**config.mk**
```make
export PLATFORM = sky130hd
export DESIGN_NAME = irq_vector_ctrl
export DESIGN_NICKNAME = d
export VERILOG_FILES = /design/src/rtl/irq_vector_pkg.sv /design/src/rtl/irq_vector_enc.sv /design/src/rtl/irq_vector_ctl.sv /design/src/rtl/irq_vector_dp.sv /design/src/rtl/irq_vector_ctrl.sv
export SDC_FILE = /design/constraint.sdc
export NUM_CORES = 1
export LEC_CHECK = 0
export BUFFER_PORTS_ARGS = -buffer_cell sky130_fd_sc_hd__buf_2
export CORE_MARGIN = 3
export CORE_UTILIZATION = 45
export CTS_CLUSTER_SIZE = 24
export DETAILED_ROUTE_END_ITERATION = 7
export PLACE_DENSITY = 0.72
export SYNTH_ARGS = -nofsm -noshare
export SYNTH_HDL_FRONTEND = slang
export SYNTH_HIERARCHICAL = 1
export SYNTH_SLANG_ARGS = --single-unit
export TNS_END_PERCENT = 10
```
**constraint.sdc**
```tcl
create_clock -name clk -period 4.25 [get_ports clk]
set_input_delay 0.85 -clock clk [delete_from_list [all_inputs] [get_ports clk]]
set_output_delay 0.85 -clock clk [all_outputs]
set_load 0.1 [all_outputs]
```
**src/rtl/irq_vector_pkg.sv**
```systemverilog
package irq_vector_pkg;

  // Byte offsets of the word registers
  localparam int OFS_MASK   = 'h0;
  localparam int OFS_RAW    = 'h4;
  localparam int OFS_MASKED = 'h8;

  // Strobes from the control decoder to the datapath
  typedef struct packed {
    logic maskWr;    // load the enable mask from write data
    logic rdMask;    // capture mask into read data
    logic rdRaw;     // capture raw pending into read data
    logic rdMasked;  // capture masked pending into read data
  } ctlStrobe_t;

endpackage

```
**src/rtl/irq_vector_enc.sv**
```systemverilog
// Reduces the active (masked) bits to "any", "more than one" and the index
// of the single active bit. The index is only meaningful when exactly one
// bit is set, so it is built as an OR of per-bit position codes.
module irq_vector_enc #(
  parameter int NUM_SRC = 31,
  localparam int IDX_W = (NUM_SRC > 1) ? $clog2(NUM_SRC) : 1
) (
  input  logic [NUM_SRC-1:0] act,
  output logic               anyAct,
  output logic               manyAct,
  output logic [IDX_W-1:0]   oneIdx
);

  logic [IDX_W-1:0] partIdx [NUM_SRC];
  logic [NUM_SRC-1:0] lowCleared;

  generate
    for (genvar i = 0; i < NUM_SRC; i++) begin : g_idx
      if (i == 0) begin : g_first
        assign partIdx[i] = '0;
      end else begin : g_rest
        assign partIdx[i] = partIdx[i-1] | (act[i] ? IDX_W'(i) : '0);
      end
    end
  endgenerate

  // Clearing the lowest set bit leaves something only if two or more were set
  assign lowCleared = act & (act - NUM_SRC'(1));

  assign anyAct  = |act;
  assign manyAct = |lowCleared;
  assign oneIdx  = partIdx[NUM_SRC-1];

endmodule

```
**src/rtl/irq_vector_ctl.sv**
```systemverilog
// Register-port decoder: turns an access into datapath strobes and keeps
// the registered write-error flag.
module irq_vector_ctl
  import irq_vector_pkg::*;
#(
  parameter int ADDR_W = 8
) (
  input  logic              clk,
  input  logic              rst,
  input  logic              busSel,
  input  logic              busWrite,
  input  logic [ADDR_W-1:0] busAddr,
  output ctlStrobe_t        strb,
  output logic              errQ
);

  logic hitMask, hitRaw, hitMasked;
  logic wrAcc, rdAcc;

  assign hitMask   = (busAddr == ADDR_W'(OFS_MASK));
  assign hitRaw    = (busAddr == ADDR_W'(OFS_RAW));
  assign hitMasked = (busAddr == ADDR_W'(OFS_MASKED));
  assign wrAcc     = busSel &  busWrite;
  assign rdAcc     = busSel & ~busWrite;

  always_comb begin
    strb          = '0;
    strb.maskWr   = wrAcc & hitMask;
    strb.rdMask   = rdAcc & hitMask;
    strb.rdRaw    = rdAcc & hitRaw;
    strb.rdMasked = rdAcc & hitMasked;
  end

  always_ff @(posedge clk) begin
    if (rst) begin
      errQ <= 1'b0;
    end else begin
      errQ <= wrAcc & ~hitMask;
    end
  end

endmodule

```
**src/rtl/irq_vector_dp.sv**
```systemverilog
// Datapath: pending and mask registers, read-data register and the
// registered request/vector outputs. Outputs are computed from the
// next-state pending and mask values so they land on the same edge.
module irq_vector_dp
  import irq_vector_pkg::*;
#(
  parameter int          NUM_SRC    = 31,
  parameter int          DATA_W     = 32,
  parameter int          VEC_W      = 8,
  parameter logic [7:0]  SHARED_VEC = 8'h30,
  parameter logic [7:0]  BASE_VEC   = 8'h31,
  localparam int IDX_W = (NUM_SRC > 1) ? $clog2(NUM_SRC) : 1
) (
  input  logic               clk,
  input  logic               rst,
  input  ctlStrobe_t         strb,
  input  logic [DATA_W-1:0]  busWdata,
  input  logic [NUM_SRC-1:0] irqLines,
  output logic [NUM_SRC-1:0] maskQ,
  output logic [NUM_SRC-1:0] pendQ,
  output logic [DATA_W-1:0]  rdataQ,
  output logic               reqQ,
  output logic [VEC_W-1:0]   vecQ
);

  logic [NUM_SRC-1:0] maskNext;
  logic [NUM_SRC-1:0] actNext;
  logic               anyAct, manyAct;
  logic [IDX_W-1:0]   oneIdx;
  logic [VEC_W-1:0]   vecNext;
  logic [DATA_W-1:0]  rdNext;

  assign maskNext = strb.maskWr ? busWdata[NUM_SRC-1:0] : maskQ;
  assign actNext  = irqLines & maskNext;

  irq_vector_enc #(.NUM_SRC(NUM_SRC)) u_enc (
    .act     (actNext),
    .anyAct  (anyAct),
    .manyAct (manyAct),
    .oneIdx  (oneIdx)
  );

  always_comb begin
    if (manyAct)     vecNext = VEC_W'(SHARED_VEC);
    else if (anyAct) vecNext = VEC_W'(BASE_VEC) + VEC_W'(oneIdx);
    else             vecNext = '0;
  end

  always_comb begin
    rdNext = '0;
    if (strb.rdMask)   rdNext = DATA_W'(maskQ);
    if (strb.rdRaw)    rdNext = DATA_W'(pendQ);
    if (strb.rdMasked) rdNext = DATA_W'(pendQ & maskQ);
  end

  always_ff @(posedge clk) begin
    if (rst) begin
      maskQ  <= '0;
      pendQ  <= '0;
      rdataQ <= '0;
      reqQ   <= 1'b0;
      vecQ   <= '0;
    end else begin
      maskQ  <= maskNext;
      pendQ  <= irqLines;
      rdataQ <= rdNext;
      reqQ   <= anyAct;
      vecQ   <= vecNext;
    end
  end

endmodule

```
**src/rtl/irq_vector_ctrl.sv**
```systemverilog
module irq_vector_ctrl
  import irq_vector_pkg::*;
#(
  parameter int          NUM_SRC    = 31,
  parameter int          ADDR_W     = 8,
  parameter int          DATA_W     = 32,
  parameter int          VEC_W      = 8,
  parameter logic [7:0]  SHARED_VEC = 8'h30,
  parameter logic [7:0]  BASE_VEC   = 8'h31
) (
  input  logic               clk,
  input  logic               rst,
  input  logic [NUM_SRC-1:0] irqLines,
  input  logic               busSel,
  input  logic               busWrite,
  input  logic [ADDR_W-1:0]  busAddr,
  input  logic [DATA_W-1:0]  busWdata,
  output logic [DATA_W-1:0]  busRdata,
  output logic               busErr,
  output logic               irqReq,
  output logic [VEC_W-1:0]   irqVector
);

  ctlStrobe_t         strb;
  logic [NUM_SRC-1:0] maskQ;
  logic [NUM_SRC-1:0] pendQ;

  irq_vector_ctl #(.ADDR_W(ADDR_W)) u_ctl (
    .clk      (clk),
    .rst      (rst),
    .busSel   (busSel),
    .busWrite (busWrite),
    .busAddr  (busAddr),
    .strb     (strb),
    .errQ     (busErr)
  );

  irq_vector_dp #(
    .NUM_SRC    (NUM_SRC),
    .DATA_W     (DATA_W),
    .VEC_W      (VEC_W),
    .SHARED_VEC (SHARED_VEC),
    .BASE_VEC   (BASE_VEC)
  ) u_dp (
    .clk      (clk),
    .rst      (rst),
    .strb     (strb),
    .busWdata (busWdata),
    .irqLines (irqLines),
    .maskQ    (maskQ),
    .pendQ    (pendQ),
    .rdataQ   (busRdata),
    .reqQ     (irqReq),
    .vecQ     (irqVector)
  );

endmodule

```
==> flow_summary.ini, run 1 <==
[status]
status = finished, violations left
failing_checks = negative setup slack

[yosys]
synth_edf_count = 0
synth_warnings = 6
syn-cell-area_um2 = 4750
leading_post_synthesis_cells_by_instance_count = sky130_fd_sc_hd__dfxtp_1, sky130_fd_sc_hd__nor2b_1, sky130_fd_sc_hd__nor2_1, sky130_fd_sc_hd__nand2_1, sky130_fd_sc_hd__mux2i_1
yosysTopAreaCell = sky130_fd_sc_hd__dfxtp_1
yosysUniqueCellTypes = 56
synth.area.top_cells = sky130_fd_sc_hd__dfxtp_1, sky130_fd_sc_hd__a221oi_2, sky130_fd_sc_hd__nor2b_1
async_reset_ff_frac = 0
syn_inst = 462
synthFlopType = sky130_fd_sc_hd__dfxtp_1
post_synth.cell_area_avg_um2 = 10.3
yosys.area.top_type_share = 0.430
register_bit_count_reported_by_yosys = 102
synth_sequential_area_ratio = 0.430
post-synth-top-count-cell = sky130_fd_sc_hd__dfxtp_1

[worst_setup_path]
path_class = input pin to flip-flop
path_max_fanout = 4
critical_path.reg2reg.startpoint = u_dp/maskQ[0]
startpoint_type = input pin
worst_r2r_path_depth = 10
critical_path.endpoint = u_dp/vecQ[0]
rr_endpoint = u_dp/vecQ[0]
timing.critical_path.from = busAddr[0]
signal_arrival_time_at_the_worst_endpoint_ns = 4.73
required_ns = 4.56
r2r_slack_ns = 1.30
endpoint_kind = flip-flop

[die]
fp.dieW_um = 109
design.core.area_um2 = 10000
placement_rows = 36
boundaryPins = 117
initial_cell_density_of_the_core = 0.475
dieArea_um2 = 11800
chipHeight_um = 109

[finish]
flow.area_growth_from_synthesis_pct = 41.6
nNetsFinal = 737
insertedDiodeCount = 0
nFillCells = 783
seqCellArea_um2 = 2040
area_of_the_multi_input_gates_um2 = 2800
drive_above_1_share = 0.521
finalInstanceArea_um2 = 6730

[clock_tree]
cts.reportedPaths.clkPinSlew_ns = 0.09
largest_buffer_count_on_any_clock_path = 2
clock_insertion_delay_worst_skew_ns = 0.36
holdBufCountCts = 0
cts_num_sinks = 102
tritoncts = done
ctsRootBufferMaster = sky130_fd_sc_hd__clkbuf_8
htreeDepth = 3
tritoncts.num_buffers = 9

[timing]
setup_violations = 7
hold_viol = 0
timing_worst_slew_pin_value_ns = 0.762
final.setup.worst_slack_ns = -0.175
rsz_0062_raised_after_global_routing = yes
setup_skew_after_layout_ns = 0.00563
maxClockFrequency_mhz = 226
hold_ws_ns = 0.484
fin_setup_tns_ns = -1.05
max_slew_margin = 0.492
min_period_ns = 4.42
slew_viol_final = 0
min_period_over_period = 1.04

[detailed_routing]
detail_route.vias_per_cell = 5.26
first_pass_iters = 4
vias = 4202
detail_route.drc_violations = 0
drt-total-wl_um = 12900
detail_route.iter0.violations = 217
final_antenna_net_count = 0
wire_per_inst_um = 16.2

[power_and_ir_drop]
clockPowerShare = 0.362
switching_share = 0.226
p_seq_frac = 0.574
p_int_mw = 1.33
totalPowerFinal_mw = 1.71
p_leak_nw = 2.73
pwr-share-comb = 0.064
switching_power_mw = 0.388
peakVddDrop_mv = 0.213
power-per-cell-area_nw_per_um2 = 255

[placed_design]
gp_congestion = 0.935
port_buffers = 113
detailed_place.area_um2 = 5950
post-dp-hpwl_um = 8730

[global_routing]
groute.usage.overall = 0.212
grt_pass1_wl_um = 19800
first_global_vias = 4176
grt_start_max_net_pins = 68
globalRoute.totalOverflow = 0
grt_antenna_before_repair = 0

[min_path]
min_path_type = flip-flop to flip-flop

[flow_run]
max_cap_violations = 0
-- placed cells by master, fill, tap and decap left out, drive strengths merged, types with 3 or more instances in the layout --
cell type  instances
buf              217
nor2              53
o31ai              3
mux2i             32
maj3               3
clkbuf            13
a21oi              8
nand4              5
nor4              12
nor2b             64
a211oi            30
o21ai              3
a221oi            30
nand2             38
inv                3
nor3               8
or4                7
nand3              4
dfxtp            102
-- routing by layer --
metal  vias up  part of all wire  global-route usage
met3        11             0.039              0.0403
met4         0             0.012              0.0568
met1      2036              0.44               0.271
met5         -                 0                   0
li1       2074                 -                   -
met2        81              0.51               0.365
-- sequential cells by signal, summed over array words and instances (netlist names) --
| register | cells |
|---|---|
| u_dp/maskQ | 31 |
| u_dp/pendQ | 31 |
| u_dp/rdataQ | 31 |
| u_dp/vecQ | 7 |
| u_ctl/errQ | 1 |
| u_dp/reqQ | 1 |
-- kinds of logic after synthesis --
family | count (synthesis) | synth area share
AOI/OAI and AO/OA | 86 | 0.210
buffers and inverters | 33 | 0.0416
adders and majority gates | 4 | 0.00895
DFF | 102 | 0.430
and+or+nand+nor | 202 | 0.238
other | 1 | 0.000789
muxes | 32 | 0.0674
xor gates and xnor gates | 2 | 0.00369
-- metrics by stage --
stage | util | setup slack [ns] | instances
6_report | 0.673 | -0.175 | 799
5_1_grt | 0.673 | -0.298 | 799
4_1_cts | 0.636 | -0.116 | 781
3_5_place_dp | 0.595 | -0.628 | 751
3_3_place_gp | 0.595 | -0.502 | 751
2_1_floorplan | - | -0.0682 | 463
-- what timing repair did --
action | CTS | global route
gates resized for setup | 17 | 49
setup buffers | 13 | 18
cloned | 1 | 0
pin swaps | 5 | 22
endpoints found under the setup margin | 7 | 7
-- power by group through the flow --
stage | clock network [mW] | registers [mW] | logic, mW
global placement | 0 | 1.00 | 0.100
finish | 0.620 | 0.983 | 0.109
CTS | 0.637 | 0.983 | 0.104
detailed placement | 0 | 1.01 | 0.102
floorplan | 0 | 1.01 | 0.0469
global route | 0.672 | 0.985 | 0.118
-- worst min path at each step --
| stage | depth (start not counted) | endpoint | startpoint | slack, ns |
|---|---|---|---|---|
| floorplan | 2 | u_dp/rdataQ[29] | u_dp/pendQ[29] | 0.45 |
| global placement | 2 | u_dp/rdataQ[30] | u_dp/pendQ[30] | 0.46 |
| detailed placement | 2 | u_dp/rdataQ[29] | u_dp/pendQ[29] | 0.47 |
| CTS | 2 | u_dp/rdataQ[29] | u_dp/pendQ[29] | 0.49 |
| global route | 2 | u_dp/rdataQ[21] | u_dp/pendQ[21] | 0.52 |
| finish | 2 | u_dp/rdataQ[29] | u_dp/pendQ[29] | 0.48 |
-- critical path: stages --
cell	delay [ns]
sky130_fd_sc_hd__buf_6	0.09
sky130_fd_sc_hd__or4_4	0.55
sky130_fd_sc_hd__nor3_4	0.26
sky130_fd_sc_hd__buf_12	0.15
sky130_fd_sc_hd__buf_12	0.11
sky130_fd_sc_hd__buf_4	0.12
sky130_fd_sc_hd__mux2i_4	0.22
sky130_fd_sc_hd__nor2b_2	0.10
sky130_fd_sc_hd__or4_4	0.56
sky130_fd_sc_hd__o31ai_2	0.19
sky130_fd_sc_hd__o211ai_1	0.13
sky130_fd_sc_hd__or4_1	0.54
sky130_fd_sc_hd__or4_4	0.56
sky130_fd_sc_hd__inv_4	0.10
sky130_fd_sc_hd__nand2_4	0.07
sky130_fd_sc_hd__nor2_4	0.11
-- cell type report --
cell class / instances / share of cell area
Multi-Input combinational cell: 328 / 0.416
Clock buffer: 13 / 0.0236
Timing Repair Buffer: 217 / 0.224
Clock inverter: 3 / 0.00632
Inverter: 3 / 0.00205
Tap cell: 133 / 0.0247
Sequential cell: 102 / 0.304
No activity file was read; power rests on OpenSTA's default activity.
==> run 2, diff against run 1 <==
--- a/config.mk
+++ b/config.mk
@@ -10,7 +10,7 @@
 export CORE_UTILIZATION = 45
 export CTS_CLUSTER_SIZE = 24
 export DETAILED_ROUTE_END_ITERATION = 7
-export PLACE_DENSITY = 0.72
+export PLACE_DENSITY = 0.75
 export SYNTH_ARGS = -nofsm -noshare
 export SYNTH_HDL_FRONTEND = slang
 export SYNTH_HIERARCHICAL = 1
==> constraint.sdc (replaced) <==
create_clock -name clk -period 4.25 [get_ports clk]
set_input_delay 0.2125 -clock clk [delete_from_list [all_inputs] [get_ports clk]]
set_output_delay 0.2125 -clock clk [all_outputs]
set_load 0.1 [all_outputs]
==> run 2 against run 1 <==
  * Die area stayed put
  * Sequential power hardly changed
  * Via count is 8.4% lower
  * The flow now finishes without violations
  * Non-clock buffer count is 79 lower
  * Sequential share of layout area is 5.5 points higher
==> flow_summary.ini, run 2 (synthesis results as in run 1) <==
[status]
status = finished, final reports clean

[placed_design]
gp_congestion = 1.02
port_buffers = 113
numPlacedInstances = 704
post-dp-hpwl_um = 8240

[worst_setup_path]
path_max_fanout = 18
rr_endpoint = u_dp/vecQ[2]
worst_r2r_path_depth = 11
slowest_stage = sky130_fd_sc_hd__or4_1
worst-path-stages = 16
timing.critical_path.buf_inv = 4
crit_path_top_cell_by_count = sky130_fd_sc_hd__or4_1
startpoint_type = input pin
cp_cell_sequence = buf_2 > or4_1 > nor3_2 > buf_4 > mux2i_1 > nor2b_1 > nor4_2 > buf_4 > nand4_4 > o31ai_2 > o311ai_1 > or4_1 > or4_1 > inv_1 > nand2_1 > nor2_1
path_class = input pin to flip-flop
required_ns = 4.56
critical-path-max-stage-delay_ns = 0.57
signal_arrival_time_at_the_worst_endpoint_ns = 4.25
endpoint_kind = flip-flop
cpLargestDelayFamily = simple AND/OR/NAND/NOR gates
r2r_slack_ns = 1.10
critical_path.reg2reg.startpoint = u_dp/maskQ[2]

[finish]
final-instance-count-excl-fill = 719
commonest_cells_after_routing_fill_and_taps_aside = sky130_fd_sc_hd__buf_2, sky130_fd_sc_hd__dfxtp_1, sky130_fd_sc_hd__nor2b_1
postLayoutCoreUtil = 0.570
seqCellArea_um2 = 2040
drive_above_1_share = 0.382
insertedDiodeCount = 0
nNetsFinal = 658
layout_commonest_cell = sky130_fd_sc_hd__buf_2
largest_registers = u_dp/maskQ (31), u_dp/pendQ (31), u_dp/rdataQ (31)
nFillCells = 887
area_of_the_multi_input_gates_um2 = 2540
flow.area_growth_from_synthesis_pct = 19.9

[min_path]
min_path_type = input pin to flip-flop
min_from = irqLines[23]
destination_of_the_worst_hold_path = u_dp/pendQ[23]
worstHoldPathCells = 2

[detailed_routing]
vias = 3848
final_antenna_net_count = 0
drt-total-wl_um = 11500
first_pass_iters = 4
wire_per_inst_um = 16.1
detail_route.drc_violations = 0
detail_route.iter0.violations = 256
detail_route.vias_per_cell = 5.35

[die]
initial_cell_density_of_the_core = 0.475
chipHeight_um = 109
placement_rows = 36
design.core.area_um2 = 10000
boundaryPins = 117
fp.dieW_um = 109
dieArea_um2 = 11800

[clock_tree]
tritoncts.num_buffers = 9
clock_insertion_delay_worst_skew_ns = 0.36
tritoncts = done
postCtsResizedCells = 0
htreeDepth = 3
largest_buffer_count_on_any_clock_path = 2
ctsRootBufferMaster = sky130_fd_sc_hd__clkbuf_8
post-cts-setup-buffer-count = 0
cts.reportedPaths.clkPinSlew_ns = 0.09
holdBufCountCts = 0
cts_num_sinks = 102

[timing]
hold_viol = 0
min_period_ns = 3.95
setup_skew_after_layout_ns = 0.00488
rsz_0062_raised_after_global_routing = no
min_period_over_period = 0.928
fin_setup_tns_ns = 0
maxClockFrequency_mhz = 253
timing_worst_slew_pin_value_ns = 1.10
setup_violations = 0
max_slew_margin = 0.264
hold_ws_ns = 0.0645
slew_viol_final = 0

[global_routing]
globalRoute.totalOverflow = 0
first_global_vias = 3807
groute.usage.overall = 0.199
grt_antenna_before_repair = 0
grt_start_max_net_pins = 99
grt_pass1_wl_um = 18500

[power_and_ir_drop]
p_leak_nw = 2.21
totalPowerFinal_mw = 1.64
power-per-cell-area_nw_per_um2 = 288
peakVddDrop_mv = 0.128

[flow_run]
max_cap_violations = 0
-- run 2: final cells by class --
cell class                      instances  share of cell area
Clock buffer                           12              0.0272
Clock inverter                          3             0.00351
Inverter                                3             0.00198
Multi-Input combinational cell        328               0.445
Sequential cell                       102               0.358
Tap cell                              133              0.0292
Timing Repair Buffer                  138               0.135
-- run 2: worst max-delay path by stage --
stage,startpoint,end
5_1_grt,busAddr[5],u_dp/vecQ[0]
6_report,busAddr[5],u_dp/vecQ[2]
2_1_floorplan,busAddr[5],u_dp/vecQ[2]
4_1_cts,busAddr[5],u_dp/vecQ[2]
3_3_place_gp,busAddr[5],u_dp/vecQ[2]
3_5_place_dp,busAddr[5],u_dp/vecQ[2]
-- run 2: layer usage --
metal  wire length (µm)  GRT usage  share of wire
met4                153     0.0622          0.013
met5                  0          0              0
met2               5560      0.329           0.48
met1               5240      0.261           0.45
met3                591     0.0414          0.051
-- run 2: power by group --
| group | total (mW) | switching (mW) | leakage, nW | internal [mW] |
|---|---|---|---|---|
| Sequential | 0.983 | 0.0107 | 0.830 | 0.972 |
| Combinational | 0.0973 | 0.0560 | 1.29 | 0.0413 |
| Clock | 0.559 | 0.317 | 0.0845 | 0.241 |
| Total | 1.64 | 0.384 | 2.21 | 1.25 |
-- run 2: worst reg2reg max path: stages (launching register included) --
cell	delay (ns)
sky130_fd_sc_hd__dfxtp_1	0.34
sky130_fd_sc_hd__mux2i_1	0.17
sky130_fd_sc_hd__nor2b_1	0.13
sky130_fd_sc_hd__nor4_4	0.46
sky130_fd_sc_hd__nand3_1	0.20
sky130_fd_sc_hd__o21ai_0	0.27
sky130_fd_sc_hd__o311ai_1	0.14
sky130_fd_sc_hd__or4_1	0.50
sky130_fd_sc_hd__or4_1	0.53
sky130_fd_sc_hd__inv_1	0.13
sky130_fd_sc_hd__nand2_1	0.11
sky130_fd_sc_hd__nor2_1	0.12
-- run 2: per-stage QoR --
| stage | instance area, µm² | setup WS, ns |
|---|---|---|
| final | 5700 | 0.305 |
| after global routing | 5700 | 0.0168 |
| after CTS | 5700 | 0.312 |
| after detailed placement | 5520 | -0.0526 |
| after global placement | 5520 | 0.0278 |
| after floorplan | 4760 | 0.337 |
==> run 3, diff against run 2 <==
--- a/config.mk
+++ b/config.mk
@@ -6,11 +6,11 @@
 export NUM_CORES = 1
 export LEC_CHECK = 0
 export BUFFER_PORTS_ARGS = -buffer_cell sky130_fd_sc_hd__buf_2
-export CORE_MARGIN = 3
 export CORE_UTILIZATION = 45
 export CTS_CLUSTER_SIZE = 24
 export DETAILED_ROUTE_END_ITERATION = 7
 export PLACE_DENSITY = 0.75
+export REMOVE_ABC_BUFFERS = 1
 export SYNTH_ARGS = -nofsm -noshare
 export SYNTH_HDL_FRONTEND = slang
 export SYNTH_HIERARCHICAL = 1
==> run 3 against run 2 <==
  * Sequential share of layout area down 0.15 points
  * Critical path type unchanged
  * Final area is 0.42% higher
  * Sequential power is essentially flat
  * Maximum frequency grew 0.11%
==> flow_summary.ini, run 3 (synthesis results as in run 1) <==
[finish]
seqCellArea_um2 = 2040
largest_registers = u_dp/maskQ (31), u_dp/pendQ (31), u_dp/rdataQ (31)
nFillCells = 925
drive_above_1_share = 0.386
nNetsFinal = 662
commonest_cells_after_routing_fill_and_taps_aside = sky130_fd_sc_hd__buf_2, sky130_fd_sc_hd__dfxtp_1, sky130_fd_sc_hd__nor2b_1
postLayoutCoreUtil = 0.557
area_of_the_multi_input_gates_um2 = 2540
layout_commonest_cell = sky130_fd_sc_hd__buf_2
insertedDiodeCount = 0
flow.area_growth_from_synthesis_pct = 20.4

[clock_tree]
post-cts-setup-buffer-count = 0
holdBufCountCts = 0
largest_buffer_count_on_any_clock_path = 2
clock_insertion_delay_worst_skew_ns = 0.37
postCtsResizedCells = 0
cts.reportedPaths.clkPinSlew_ns = 0.09
tritoncts = done
htreeDepth = 3
tritoncts.num_buffers = 9
ctsRootBufferMaster = sky130_fd_sc_hd__clkbuf_8
cts_num_sinks = 102

[die]
dieArea_um2 = 11000
chipHeight_um = 105
design.core.area_um2 = 10300
initial_cell_density_of_the_core = 0.462
boundaryPins = 117
fp.dieW_um = 105
placement_rows = 37

[global_routing]
first_global_vias = 3822
grt_antenna_before_repair = 0
globalRoute.totalOverflow = 0
groute.usage.overall = 0.210
grt_start_max_net_pins = 52
grt_pass1_wl_um = 18200

[detailed_routing]
detail_route.vias_per_cell = 5.38
wire_per_inst_um = 15.4
first_pass_iters = 4
drt-total-wl_um = 11200
final_antenna_net_count = 0
detail_route.drc_violations = 0
vias = 3908
detail_route.iter0.violations = 189

[timing]
hold_ws_ns = 0.0566
setup_skew_after_layout_ns = 0.00789
fin_setup_tns_ns = 0
hold_viol = 0
min_period_ns = 3.94
setup_violations = 0
maxClockFrequency_mhz = 254
min_period_over_period = 0.927
rsz_0062_raised_after_global_routing = no
slew_viol_final = 0
timing_worst_slew_pin_value_ns = 0.691
max_slew_margin = 0.538

[worst_setup_path]
endpoint_kind = flip-flop
path_class = input pin to flip-flop
critical_path.endpoint = u_dp/vecQ[2]
path_max_fanout = 10
r2r_slack_ns = 1.14
worst_r2r_path_depth = 11
timing.critical_path.from = busAddr[5]
startpoint_type = input pin
critical_path.reg2reg.startpoint = u_dp/maskQ[19]
signal_arrival_time_at_the_worst_endpoint_ns = 4.25
required_ns = 4.56
rr_endpoint = u_dp/vecQ[2]

[power_and_ir_drop]
power-per-cell-area_nw_per_um2 = 284
totalPowerFinal_mw = 1.62
peakVddDrop_mv = 0.139
p_leak_nw = 2.24

[status]
status = finished, final reports clean

[placed_design]
post-dp-hpwl_um = 8130
gp_congestion = 0.897
port_buffers = 113

[min_path]
min_path_type = input pin to flip-flop

[flow_run]
max_cap_violations = 0
## run 3: how the worst min path moves through the flow
stage                           endpoint  cells after the start  slack, ns          from
final                     u_dp/pendQ[14]                      2       0.06  irqLines[14]
after global routing      u_dp/pendQ[15]                      2       0.05  irqLines[15]
after CTS                 u_dp/pendQ[16]                      2       0.04  irqLines[16]
after detailed placement  u_dp/pendQ[14]                      2       0.44  irqLines[14]
after global placement    u_dp/pendQ[22]                      2       0.43  irqLines[22]
after floorplan           u_dp/rdataQ[0]                      1       0.28           rst
## run 3: routing by layer
metal  vias up  routed length, µm  global-route usage
met5         -                  0                   0
met4         0                170              0.0915
met2       111               5380               0.352
met3        12                546              0.0381
met1      1870               5080               0.265
li1       1915                  -                   -
## run 3: critical path: stages
cell and delay (ns):
sky130_fd_sc_hd__buf_2 0.10, sky130_fd_sc_hd__or4_1 0.58, sky130_fd_sc_hd__nor3_2 0.32, sky130_fd_sc_hd__buf_4 0.29
sky130_fd_sc_hd__mux2i_1 0.26, sky130_fd_sc_hd__nor2b_1 0.14, sky130_fd_sc_hd__nor4_2 0.28, sky130_fd_sc_hd__buf_4 0.17
sky130_fd_sc_hd__nand4_4 0.11, sky130_fd_sc_hd__o31ai_2 0.27, sky130_fd_sc_hd__o311ai_1 0.15, sky130_fd_sc_hd__or4_1 0.52
sky130_fd_sc_hd__or4_1 0.50, sky130_fd_sc_hd__inv_1 0.11, sky130_fd_sc_hd__nand2_1 0.11, sky130_fd_sc_hd__nor2_1 0.12
## run 3: final cells by class
type,count,area share
repair buffers,142,0.139
inverters,3,0.00197
multi-input cells,328,0.443
clock inverters,4,0.00415
flip-flops and latches,102,0.357
well taps,136,0.0297
clock buffers,11,0.0247
## run 3: report_power, final
group	total [mW]	switching (mW)	internal (mW)
Combinational	0.0975	0.0557	0.0418
Sequential	0.983	0.0112	0.972
Clock	0.543	0.319	0.224
Total	1.62	0.386	1.24
## run 3: through the flow
step                setup WS (ns)  cells  instance area, µm²
global placement           0.0209    711                5560
global route                0.104    726                5720
detailed placement        -0.0516    711                5560
CTS                         0.334    726                5720
finish                      0.309    726                5720
floorplan                   -5.51    433                4570
